<file path="src/rtl/unjam_pkg.sv">
package unjam_pkg;

    typedef enum logic [2:0] {
        ST_IDLE,
        ST_RELEASE,
        ST_SCL_LOW,
        ST_SCL_HIGH,
        ST_START,
        ST_STOP,
        ST_HANDBACK
    } unjam_state_e;

endpackage

</file>
<file path="src/rtl/unjam_phase_timer.sv">
// Down-counter that marks the last cycle of each timed phase and reloads itself.
module unjam_phase_timer #(
    parameter int unsigned PHASE_CYCLES = 200000
) (
    input  logic clk,
    input  logic rst_n,
    input  logic clear,
    input  logic run,
    output logic tick
);
    localparam int W = (PHASE_CYCLES > 1) ? $clog2(PHASE_CYCLES) : 1;
    localparam logic [W-1:0] RELOAD = W'(PHASE_CYCLES - 1);

    logic [W-1:0] cnt_q;

    always_ff @(posedge clk) begin
        if (!rst_n || clear) begin
            cnt_q <= RELOAD;
        end else if (run) begin
            cnt_q <= (cnt_q == '0) ? RELOAD : cnt_q - 1'b1;
        end
    end

    assign tick = run && (cnt_q == '0);

endmodule

</file>
<file path="src/rtl/unjam_pulse_counter.sv">
// Counts completed SCL low phases within one recovery run.
module unjam_pulse_counter #(
    parameter int unsigned PULSES = 9
) (
    input  logic clk,
    input  logic rst_n,
    input  logic clear,
    input  logic step,
    output logic last
);
    localparam int W = $clog2(PULSES + 1);

    logic [W-1:0] cnt_q;

    always_ff @(posedge clk) begin
        if (!rst_n || clear) begin
            cnt_q <= '0;
        end else if (step) begin
            cnt_q <= cnt_q + 1'b1;
        end
    end

    assign last = (cnt_q == W'(PULSES));

endmodule

</file>
<file path="src/rtl/i2c_bus_unjam.sv">
module i2c_bus_unjam
    import unjam_pkg::*;
#(
    parameter int unsigned PHASE_CYCLES = 200000,
    parameter int unsigned PULSES       = 9
) (
    input  logic clk,
    input  logic rst_n,
    input  logic kick,
    input  logic bus_hung,
    input  logic ctl_scl_oe,
    input  logic ctl_sda_oe,
    input  logic scl_in,
    input  logic sda_in,
    output logic scl_oe,
    output logic sda_oe,
    output logic ctl_en,
    output logic done,
    output logic fail
);
    unjam_state_e state_q, state_d;
    logic boot_q, done_q, fail_q;
    logic tick, timer_run, timer_clear;
    logic pulse_step, pulse_last;
    logic give_up;
    logic owned;

    unjam_phase_timer #(.PHASE_CYCLES(PHASE_CYCLES)) u_timer (
        .clk   (clk),
        .rst_n (rst_n),
        .clear (timer_clear),
        .run   (timer_run),
        .tick  (tick)
    );

    unjam_pulse_counter #(.PULSES(PULSES)) u_pulses (
        .clk   (clk),
        .rst_n (rst_n),
        .clear (timer_clear),
        .step  (pulse_step),
        .last  (pulse_last)
    );

    // Next-state and phase control
    always_comb begin
        state_d     = state_q;
        give_up     = 1'b0;
        timer_clear = (state_q == ST_IDLE);
        timer_run   = 1'b0;
        pulse_step  = 1'b0;
        unique case (state_q)
            ST_IDLE: begin
                if (kick || (boot_q && bus_hung)) state_d = ST_RELEASE;
            end
            ST_RELEASE: begin
                timer_run = 1'b1;
                if (tick) state_d = ST_SCL_LOW;
            end
            ST_SCL_LOW: begin
                timer_run  = 1'b1;
                pulse_step = tick;
                if (tick) state_d = ST_SCL_HIGH;
            end
            ST_SCL_HIGH: begin
                timer_run = scl_in;
                if (tick) begin
                    if (sda_in) begin
                        state_d = ST_START;
                    end else if (pulse_last) begin
                        state_d = ST_HANDBACK;
                        give_up = 1'b1;
                    end else begin
                        state_d = ST_SCL_LOW;
                    end
                end
            end
            ST_START: begin
                timer_run = 1'b1;
                if (tick) state_d = ST_STOP;
            end
            ST_STOP: begin
                timer_run = 1'b1;
                if (tick) state_d = ST_HANDBACK;
            end
            ST_HANDBACK: state_d = ST_IDLE;
            default:     state_d = ST_IDLE;
        endcase
    end

    // State register and held result flags
    always_ff @(posedge clk) begin
        if (!rst_n) begin
            state_q <= ST_IDLE;
            boot_q  <= 1'b1;
            done_q  <= 1'b0;
            fail_q  <= 1'b0;
        end else begin
            state_q <= state_d;
            boot_q  <= 1'b0;
            if (state_q == ST_IDLE && state_d != ST_IDLE) begin
                done_q <= 1'b0;
                fail_q <= 1'b0;
            end
            if (state_q != ST_HANDBACK && state_d == ST_HANDBACK) done_q <= 1'b1;
            if (give_up) fail_q <= 1'b1;
        end
    end

    // Pad and status outputs
    always_comb begin
        owned  = (state_q != ST_IDLE) && (state_q != ST_HANDBACK);
        ctl_en = !owned;
        scl_oe = owned ? (state_q == ST_SCL_LOW) : ctl_scl_oe;
        sda_oe = owned ? (state_q == ST_START)   : ctl_sda_oe;
        done   = done_q;
        fail   = fail_q;
    end

endmodule

</file>
<file path="config.mk">
export PLATFORM = sky130hd
export DESIGN_NAME = i2c_bus_unjam
export DESIGN_NICKNAME = d
export VERILOG_FILES = /design/src/rtl/unjam_pkg.sv /design/src/rtl/unjam_phase_timer.sv /design/src/rtl/unjam_pulse_counter.sv /design/src/rtl/i2c_bus_unjam.sv
export SDC_FILE = /design/constraint.sdc
export NUM_CORES = 1
export LEC_CHECK = 0
export BUFFER_PORTS_ARGS = -buffer_cell sky130_fd_sc_hd__buf_2
export CAP_MARGIN = 20
export CORE_MARGIN = 3
export CORE_UTILIZATION = 44
export DETAILED_ROUTE_END_ITERATION = 8
export PLACE_DENSITY = 0.73
export SYNTH_ARGS = -nofsm -noshare
export SYNTH_HDL_FRONTEND = slang
export SYNTH_SLANG_ARGS = --single-unit
</file>
<file path="constraint.sdc">
create_clock -name clk -period 2.8 [get_ports clk]
set_clock_uncertainty 0.15 [all_clocks]
set_input_delay 0.42 -clock clk [delete_from_list [all_inputs] [get_ports clk]]
set_output_delay 0.42 -clock clk [all_outputs]
set_load 0.05 [all_outputs]
</file>
==> results of run 1 <==
==> worst max path at each step <==
stage / start / end / cells past startpoint
2_1_floorplan: state_q[1] / ctl_en / 3
3_3_place_gp: u_timer.cnt_q[4] / u_pulses.cnt_q[3] / 5
3_5_place_dp: u_timer.cnt_q[4] / fail / 5
4_1_cts: u_timer.cnt_q[4] / u_timer.cnt_q[15] / 5
5_1_grt: state_q[1] / u_timer.cnt_q[15] / 5
6_report: u_timer.cnt_q[4] / u_timer.cnt_q[15] / 5
==> flip-flops by register name (all words and copies together), names as in the netlist <==
register        cells
done                1
u_timer.cnt_q      18
fail                1
u_pulses.cnt_q      4
boot_q              1
state_q             3
==> layout make-up <==
cell class,count,share of cell area
Multi-Input combinational cell,132,0.531
Sequential cell,28,0.357
Timing Repair Buffer,14,0.0478
Tap cell,44,0.0351
Clock buffer,3,0.0144
Inverter,6,0.0144
==> kinds of logic after synthesis <==
group	Yosys count	synth area share
XOR/XNOR	8	0.0484
AND/OR/NAND/NOR	86	0.349
AO/OA/AOI/OAI	35	0.152
buffers and inverters	12	0.0372
flip-flops	28	0.387
adder cells (fa/ha/maj)	3	0.0259
==> Yosys cell counts (all sizes together) <==
library cell  number
nand2b             2
dfxtp             28
o21ai              9
nand2             13
a21oi             13
o32ai              1
nor2b              2
or2                1
and3               3
a41o               1
o31ai              6
a221o              1
xor2               7
clkbuf             4
ha                 3
buf                2
or4               11
nor3               4
inv                6
nor4               2
nand4              7
nand3b             1
or3                8
nor4b              1
o41ai              1
nand3              9
o22a               1
xnor2              1
o21a               1
and4               1
o211ai             1
nor2              18
and2               3
==> power by group <==
| part | total (mW) | switching [mW] | internal (mW) |
|---|---|---|---|
| combinational | 0.0542 | 0.0371 | 0.0170 |
| clock | 0.166 | 0.115 | 0.0507 |
| sequential | 0.407 | 0.00483 | 0.402 |
| total | 0.627 | 0.157 | 0.470 |
==> critical path, stage by stage (launching register included) <==
cell     delay (ns)
dfxtp_1        0.39
or4_1          0.73
nor2_1         0.19
nand4_2        0.20
or4_1          0.47
a21oi_1        0.16
==> metal layers <==
metal / track usage / up-vias / part of all wire
li1: - / 655 / -
met1: 0.213 / 623 / 0.46
met2: 0.288 / 23 / 0.48
met3: 0.0232 / 7 / 0.034
met4: 0.0755 / 0 / 0.022
met5: 0 / - / 0
==> metrics by stage <==
step           std cells  hold slack (ns)  worst slack (ns)  cell area (um2)  power [mW]
2_1_floorplan        172            0.302             0.504             1450       0.453
3_3_place_gp         224            0.306             0.538             1550       0.468
3_5_place_dp         224            0.329             0.485             1550       0.470
4_1_cts              227            0.183             0.448             1570       0.632
5_1_grt              227            0.204             0.262             1570       0.661
6_report             227            0.187             0.455             1570       0.627
==> flow_summary.toml, run 1 <==
[worst_setup_path]
end_kind = "flop"
worstReg2RegEnd = "u_timer.cnt_q[15]"
worstPathArrival_ns = 2.46
critical_path.max_fanout = 7
r2r_slack_ns = 0.46
criticalPathCategory = "flop to flop"
crit_required_ns = 2.92
rr_startpoint = "u_timer.cnt_q[4]"
cp-start-kind = "flop"
r2r_cells = 5

[placed_design]
io_buffers = 12
hpwlAfterDp_mm = 2.32
gp_congestion = 0.870

[sta]
setup_viol = 0
slew_violations = 0
rsz0062_at_grt = "no"
finalSetupTns_ns = 0
tightest_slew_ns = 0.532
final.period_utilization = 0.837
clock.fmax_mhz = 426
hold_viol = 0
period_needed_ns = 2.34
slew_headroom = 0.645

[synthesis]
synthesis.nets = 183
ys_seq_area_frac = 0.387
synthDistinctLibCells = 39
synth_area_leaders = "dfxtp_1 (39%), or4_1 (5.2%), a21oi_1 (4.5%)"
synth_largest_area_cell = "dfxtp_1"
yosysTopAreaCellShare = 0.387
synth.ff_latch_count = 28
syn_area_um2 = 1450
post_synth.cell_area_avg_um2 = 8.42
synth_warnings = 0
postSynthCellCount = 172

[die]
io_pins = 13
start_util = 0.467
die_y_um = 63.4
die_w_um = 63.4
num_rows = 20
core_area_um2 = 3100
dieArea_um2 = 4010

[global_route]
track_usage = 0.170
grt_pass1_wl_mm = 5.49
antenna_found_initial = 0
grt_max_degree = 15
first_global_vias = 1242
grt_overflow = 0

[clock_network]
cts_root_buf = "clkbuf_4"
clk_path_buf_depth = 2
numCtsBuffers = 3
cts_hold_buf = 0
htreeDepth = 1
ctsResizeCount = 0
cts_sinks = 28
clock_latency_ns = 0.33
path_clk_slew_ns = 0.14
cts_tree = "built"
cts_setup_buffers = 0

[finish]
num_antenna_cells = 0
final_cell_mix = "dfxtp_1 (28), nor2_1 (17), nand2_1 (13), a21oi_1 (13), buf_2 (12)"
fillers = 313
final_common_cell = "dfxtp_1"
multi_input_comb_area_um2 = 833
seq_area_um2 = 561
utilization = 0.506
layout-drive-gt1-share = 0.126
finalNetCount = 196
area_delta_synth_final_pct = 8.38

[route]
wire_per_inst_um = 13.5
ant_nets = 0
drt_iter0_drc = 99
finalWirelength_mm = 3.07
vias = 1308
remaining_drc_errors = 0
vias_per_cell = 5.76
drtPass1Iterations = 4

[worst_hold_path]
hold_path.startpoint = "rst_n"
min_to = "boot_q"
hp-class = "input port to flop"
holdPathStages = 2

[pwr]
worst_ir_drop_vdd_mv = 0.163
power_leakage_nw = 0.589
p_per_area_nw_per_um2 = 399

[run_status]
status = "completed"

[job]
drv_cap = 0
No activity file was read; power rests on OpenSTA's default activity.
==> inputs of run 2 (changes only) <==
==> constraint.sdc (replaced) <==
create_clock -name clk -period 2.2 [get_ports clk]
set_clock_uncertainty 0.15 [all_clocks]
set_input_delay 0.33 -clock clk [delete_from_list [all_inputs] [get_ports clk]]
set_output_delay 0.33 -clock clk [all_outputs]
set_load 0.05 [all_outputs]
==> flow_summary.toml, run 2 (synthesized netlist as in run 1, its figures left out) <==
[run_status]
status = "completed"

[clock_network]
path_clk_slew_ns = 0.16
numCtsBuffers = 3
clk_path_buf_depth = 2
cts_root_buf = "clkbuf_4"
cts_setup_buffers = 0
cts_sinks = 28
htreeDepth = 1
cts_tree = "built"
clock_latency_ns = 0.35

[sta]
slew_violations = 0
slew_headroom = 0.756
period_needed_ns = 2.12
rsz0062_at_grt = "no"
final.period_utilization = 0.962
fin_worst_hold_slack_ns = 0.0927
tightest_slew_ns = 0.361
clock.fmax_mhz = 472
hold_viol = 0
setup_viol = 0

[finish]
top_register = "u_timer.cnt_q"
largest_reg_flops = 18
layout-drive-gt1-share = 0.210
largest_registers = "u_timer.cnt_q (18), u_pulses.cnt_q (4), state_q (3)"
area_delta_synth_final_pct = 18.1
num_antenna_cells = 0
final_common_cell = "dfxtp_1"
fin_cells = 239
utilization = 0.551
finalNetCount = 207
fillers = 307
design_area_um2 = 1710
final_cell_mix = "dfxtp_1 (27), nor2_1 (16), nand2_1 (13), a21oi_1 (13), buf_4 (13)"

[route]
ant_nets = 0
drtPass1Iterations = 4
vias = 1389
vias_per_cell = 5.81
finalWirelength_mm = 3.31
drt_iter0_drc = 93
remaining_drc_errors = 0
wire_per_inst_um = 13.9

[placed_design]
dp.cells = 235
placed_area_um2 = 1630
gp_congestion = 0.878
hpwlAfterDp_mm = 2.51
io_buffers = 12

[global_route]
grt.busiest_layer = "met2"
grtUsageMet1 = 0.231
antenna_found_initial = 0
grt_pass1_wl_mm = 5.71
met2_usage = 0.287
track_usage = 0.173
grt_overflow = 0
gr-usage-met3 = 0.0232
grt_max_degree = 17
first_global_vias = 1271

[worst_hold_path]
hp-class = "input port to flop"
holdPathStages = 2

[worst_setup_path]
cp-start-kind = "flop"
worstReg2RegEnd = "u_pulses.cnt_q[3]"
criticalPathCategory = "flop to flop"
rr_startpoint = "u_timer.cnt_q[5]"
worstPathArrival_ns = 2.26
critical_path.max_fanout = 7
end_kind = "flop"
crit_start = "u_timer.cnt_q[5]"
cp-endpoint = "u_pulses.cnt_q[3]"
crit_required_ns = 2.34
r2r_cells = 5
r2r_slack_ns = 0.08

[pwr]
fin_total_pwr_uw = 944
power_leakage_nw = 0.658
worst_ir_drop_vdd_mv = 0.227
p_per_area_nw_per_um2 = 552

[job]
drv_cap = 0

[die]
start_util = 0.467
core_area_um2 = 3100
dieArea_um2 = 4010
num_rows = 20
die_w_um = 63.4
die_y_um = 63.4
io_pins = 13
## run 2: area by class of cell
type	instances	area, um2	area share
Clock buffer	3	22.5	0.0132
Clock inverter	1	30.0	0.0176
Tap cell	44	55.1	0.0322
Multi-Input combinational cell	132	860	0.503
Sequential cell	28	562	0.329
Timing Repair Buffer	25	158	0.0922
Inverter	6	22.5	0.0132
## run 2: how the worst min path moves through the flow
stage,start,endpoint,slack (ns)
after floorplan,u_pulses.cnt_q[3],u_pulses.cnt_q[3],0.30
after global placement,done,done,0.31
after detailed placement,done,done,0.31
after CTS,rst_n,boot_q,0.09
after global routing,rst_n,done,0.12
final,rst_n,boot_q,0.09
## run 2: power breakdown
group / switching [mW] / internal (mW) / total [mW]
sequential: 0.00240 / 0.512 / 0.514
clock: 0.165 / 0.185 / 0.350
combinational: 0.0545 / 0.0258 / 0.0803
## run 2: through the flow
stage | setup TNS (ns) | setup slack (ns)
detailed placement | -0.0118 | -0.0118
floorplan | 0 | 0.0852
CTS | 0 | 0.0333
global placement | 0 | 0.0615
global route | 0 | 0.00366
finish | 0 | 0.0833
## run 2: critical path: stages (launching register included)
cell,delay (ns)
dfxtp_1,0.34
or4_4,0.58
nor2_8,0.16
nand4_4,0.14
or4_1,0.54
a21oi_1,0.15
## run 2: per-layer routing
layer | wire length [um] | vias up
met3 | 177 | 5
met4 | 43 | 0
met5 | 0 | -
li1 | - | 677
met2 | 1580 | 35
met1 | 1510 | 672
## run 2: repair_timing
| item | CTS | global route |
|---|---|---|
| pin swaps | 0 | 1 |
| hold buffers | 0 | 0 |
| resized for setup | 2 | 4 |
| cloned | 0 | 0 |
| setup endpoints to repair | 2 | 2 |
==> inputs of run 3 (changes only) <==
--- a/config.mk
+++ b/config.mk
@@ -8,9 +8,9 @@
 export BUFFER_PORTS_ARGS = -buffer_cell sky130_fd_sc_hd__buf_2
 export CAP_MARGIN = 20
 export CORE_MARGIN = 3
-export CORE_UTILIZATION = 44
+export CORE_UTILIZATION = 55
 export DETAILED_ROUTE_END_ITERATION = 8
-export PLACE_DENSITY = 0.73
+export PLACE_DENSITY = 0.86
 export SYNTH_ARGS = -nofsm -noshare
 export SYNTH_HDL_FRONTEND = slang
 export SYNTH_SLANG_ARGS = --single-unit
==> flow_summary.toml, run 3 (synthesized netlist as in run 1, its figures left out) <==
[job]
drv_cap = 0

[worst_hold_path]
hp-class = "input port to flop"
min_to = "boot_q"
hold_path.startpoint = "rst_n"
holdPathStages = 2

[die]
die_w_um = 57.3
die_y_um = 57.3
dieArea_um2 = 3280
start_util = 0.613
core_area_um2 = 2360
io_pins = 13
num_rows = 17

[placed_design]
dp_slack_ns = -0.000298
dp.cells = 220
gp_congestion = 0.809
hpwlAfterDp_mm = 2.50
io_buffers = 12

[clock_network]
clock_latency_ns = 0.35
cts_tree = "built"
path_clk_slew_ns = 0.15
numCtsBuffers = 3
htreeDepth = 1
cts_root_buf = "clkbuf_4"
cts_setup_buffers = 0
clk_path_buf_depth = 2
cts_hold_buf = 0
cts_sinks = 28

[sta]
finalSetupTns_ns = 0
period_needed_ns = 2.12
fin_worst_hold_slack_ns = 0.0818
clock.fmax_mhz = 472
setup_viol = 0
slew_violations = 0
hold_viol = 0
rsz0062_at_grt = "no"
tightest_slew_ns = 0.409
slew_headroom = 0.726
worst_slack_ns = 0.0825
final.period_utilization = 0.963

[global_route]
grt_pass1_wl_mm = 5.57
grt_max_degree = 16
track_usage = 0.214
grt.busiest_layer = "met2"
antenna_found_initial = 0
first_global_vias = 1302
gr-usage-met3 = 0.0271
grtUsageMet1 = 0.264
grt_overflow = 0
met2_usage = 0.369

[finish]
top_register = "u_timer.cnt_q"
largest_registers = "u_timer.cnt_q (18), u_pulses.cnt_q (4), state_q (3)"
finalNetCount = 208
area_delta_synth_final_pct = 15.0
num_antenna_cells = 0
final_common_cell = "dfxtp_1"
largest_reg_flops = 18
fillers = 185
layout-drive-gt1-share = 0.199
utilization = 0.705
final_cell_mix = "dfxtp_1 (28), nor2_1 (16), buf_4 (14), nand2_1 (13), a21oi_1 (13)"
fin_cells = 224

[worst_setup_path]
slowest_stage = "or4_4"
criticalPathCategory = "flop to flop"
r2r_slack_ns = 0.08
r2r_cells = 5
rr_startpoint = "u_timer.cnt_q[4]"
end_kind = "flop"
worstReg2RegEnd = "u_pulses.cnt_q[3]"
critical_path.max_fanout = 7
path_cells = "or4_4 > nor2_8 > nand4_4 > or4_1 > a21oi_1"
worstPathArrival_ns = 2.26
cpPeakStageDelay_ns = 0.59
cp-start-kind = "flop"
crit_required_ns = 2.34

[pwr]
worst_ir_drop_vdd_mv = 0.435
p_per_area_nw_per_um2 = 515
power_leakage_nw = 0.636

[route]
wire_per_inst_um = 14.8
ant_nets = 0
finalWirelength_mm = 3.33
drtPass1Iterations = 4
drt_iter0_drc = 74
vias_per_cell = 6.22
vias = 1393
remaining_drc_errors = 0

[run_status]
status = "completed"
-- run 3: stage by stage --
| stage | instance area, um2 | total power, mW |
|---|---|---|
| 2_1_floorplan | 1450 | 0.577 |
| 3_3_place_gp | 1620 | 0.600 |
| 3_5_place_dp | 1620 | 0.603 |
| 4_1_cts | 1660 | 0.858 |
| 5_1_grt | 1660 | 0.886 |
| 6_report | 1660 | 0.856 |
-- run 3: final cells by class --
cell class,instances,area [um2],share of cell area
clock buffer,4,36.3,0.0218
tap,28,35.0,0.0211
sequential,28,561,0.337
multi-input combinational,132,845,0.508
inverter,6,22.5,0.0135
timing repair buffer,26,165,0.0992
-- run 3: report_power, final --
part | switching, mW | leakage, nW | internal [mW] | total [mW]
logic | 0.0520 | 0.388 | 0.0256 | 0.0776
clock network | 0.162 | 0.0210 | 0.102 | 0.264
registers | 0.00316 | 0.227 | 0.512 | 0.515
-- run 3: what timing repair did --
item                                    CTS  global route
endpoints found under the setup margin    5             8
gates resized for setup                   1             1
pin swaps                                 0             1
hold endpoints to repair                  0             0
-- run 3: routing by layer --
| layer | routed length [um] | part of all wire |
|---|---|---|
| met4 | 75 | 0.023 |
| met5 | 0 | 0 |
| met2 | 1600 | 0.48 |
| met3 | 227 | 0.068 |
| met1 | 1430 | 0.43 |
-- run 3: worst max-delay path by stage --
stage	cells after the start	end	slack, ns	start
final	5	u_pulses.cnt_q[3]	0.08	u_timer.cnt_q[4]
after global routing	5	u_pulses.cnt_q[2]	0.005	u_timer.cnt_q[4]
after CTS	5	u_timer.cnt_q[1]	0.03	state_q[0]
after detailed placement	5	u_pulses.cnt_q[3]	-0.0003	u_timer.cnt_q[4]
after global placement	5	u_pulses.cnt_q[3]	0.05	u_timer.cnt_q[4]
after floorplan	6	u_pulses.cnt_q[3]	0.09	u_timer.cnt_q[4]
-- run 3: critical path: cells and delay by family (launching register included) --
| kind | cells | cell delay, ns |
|---|---|---|
| flops | 1 | 0.34 |
| compound gates | 1 | 0.15 |
| simple gates | 4 | 1.42 |
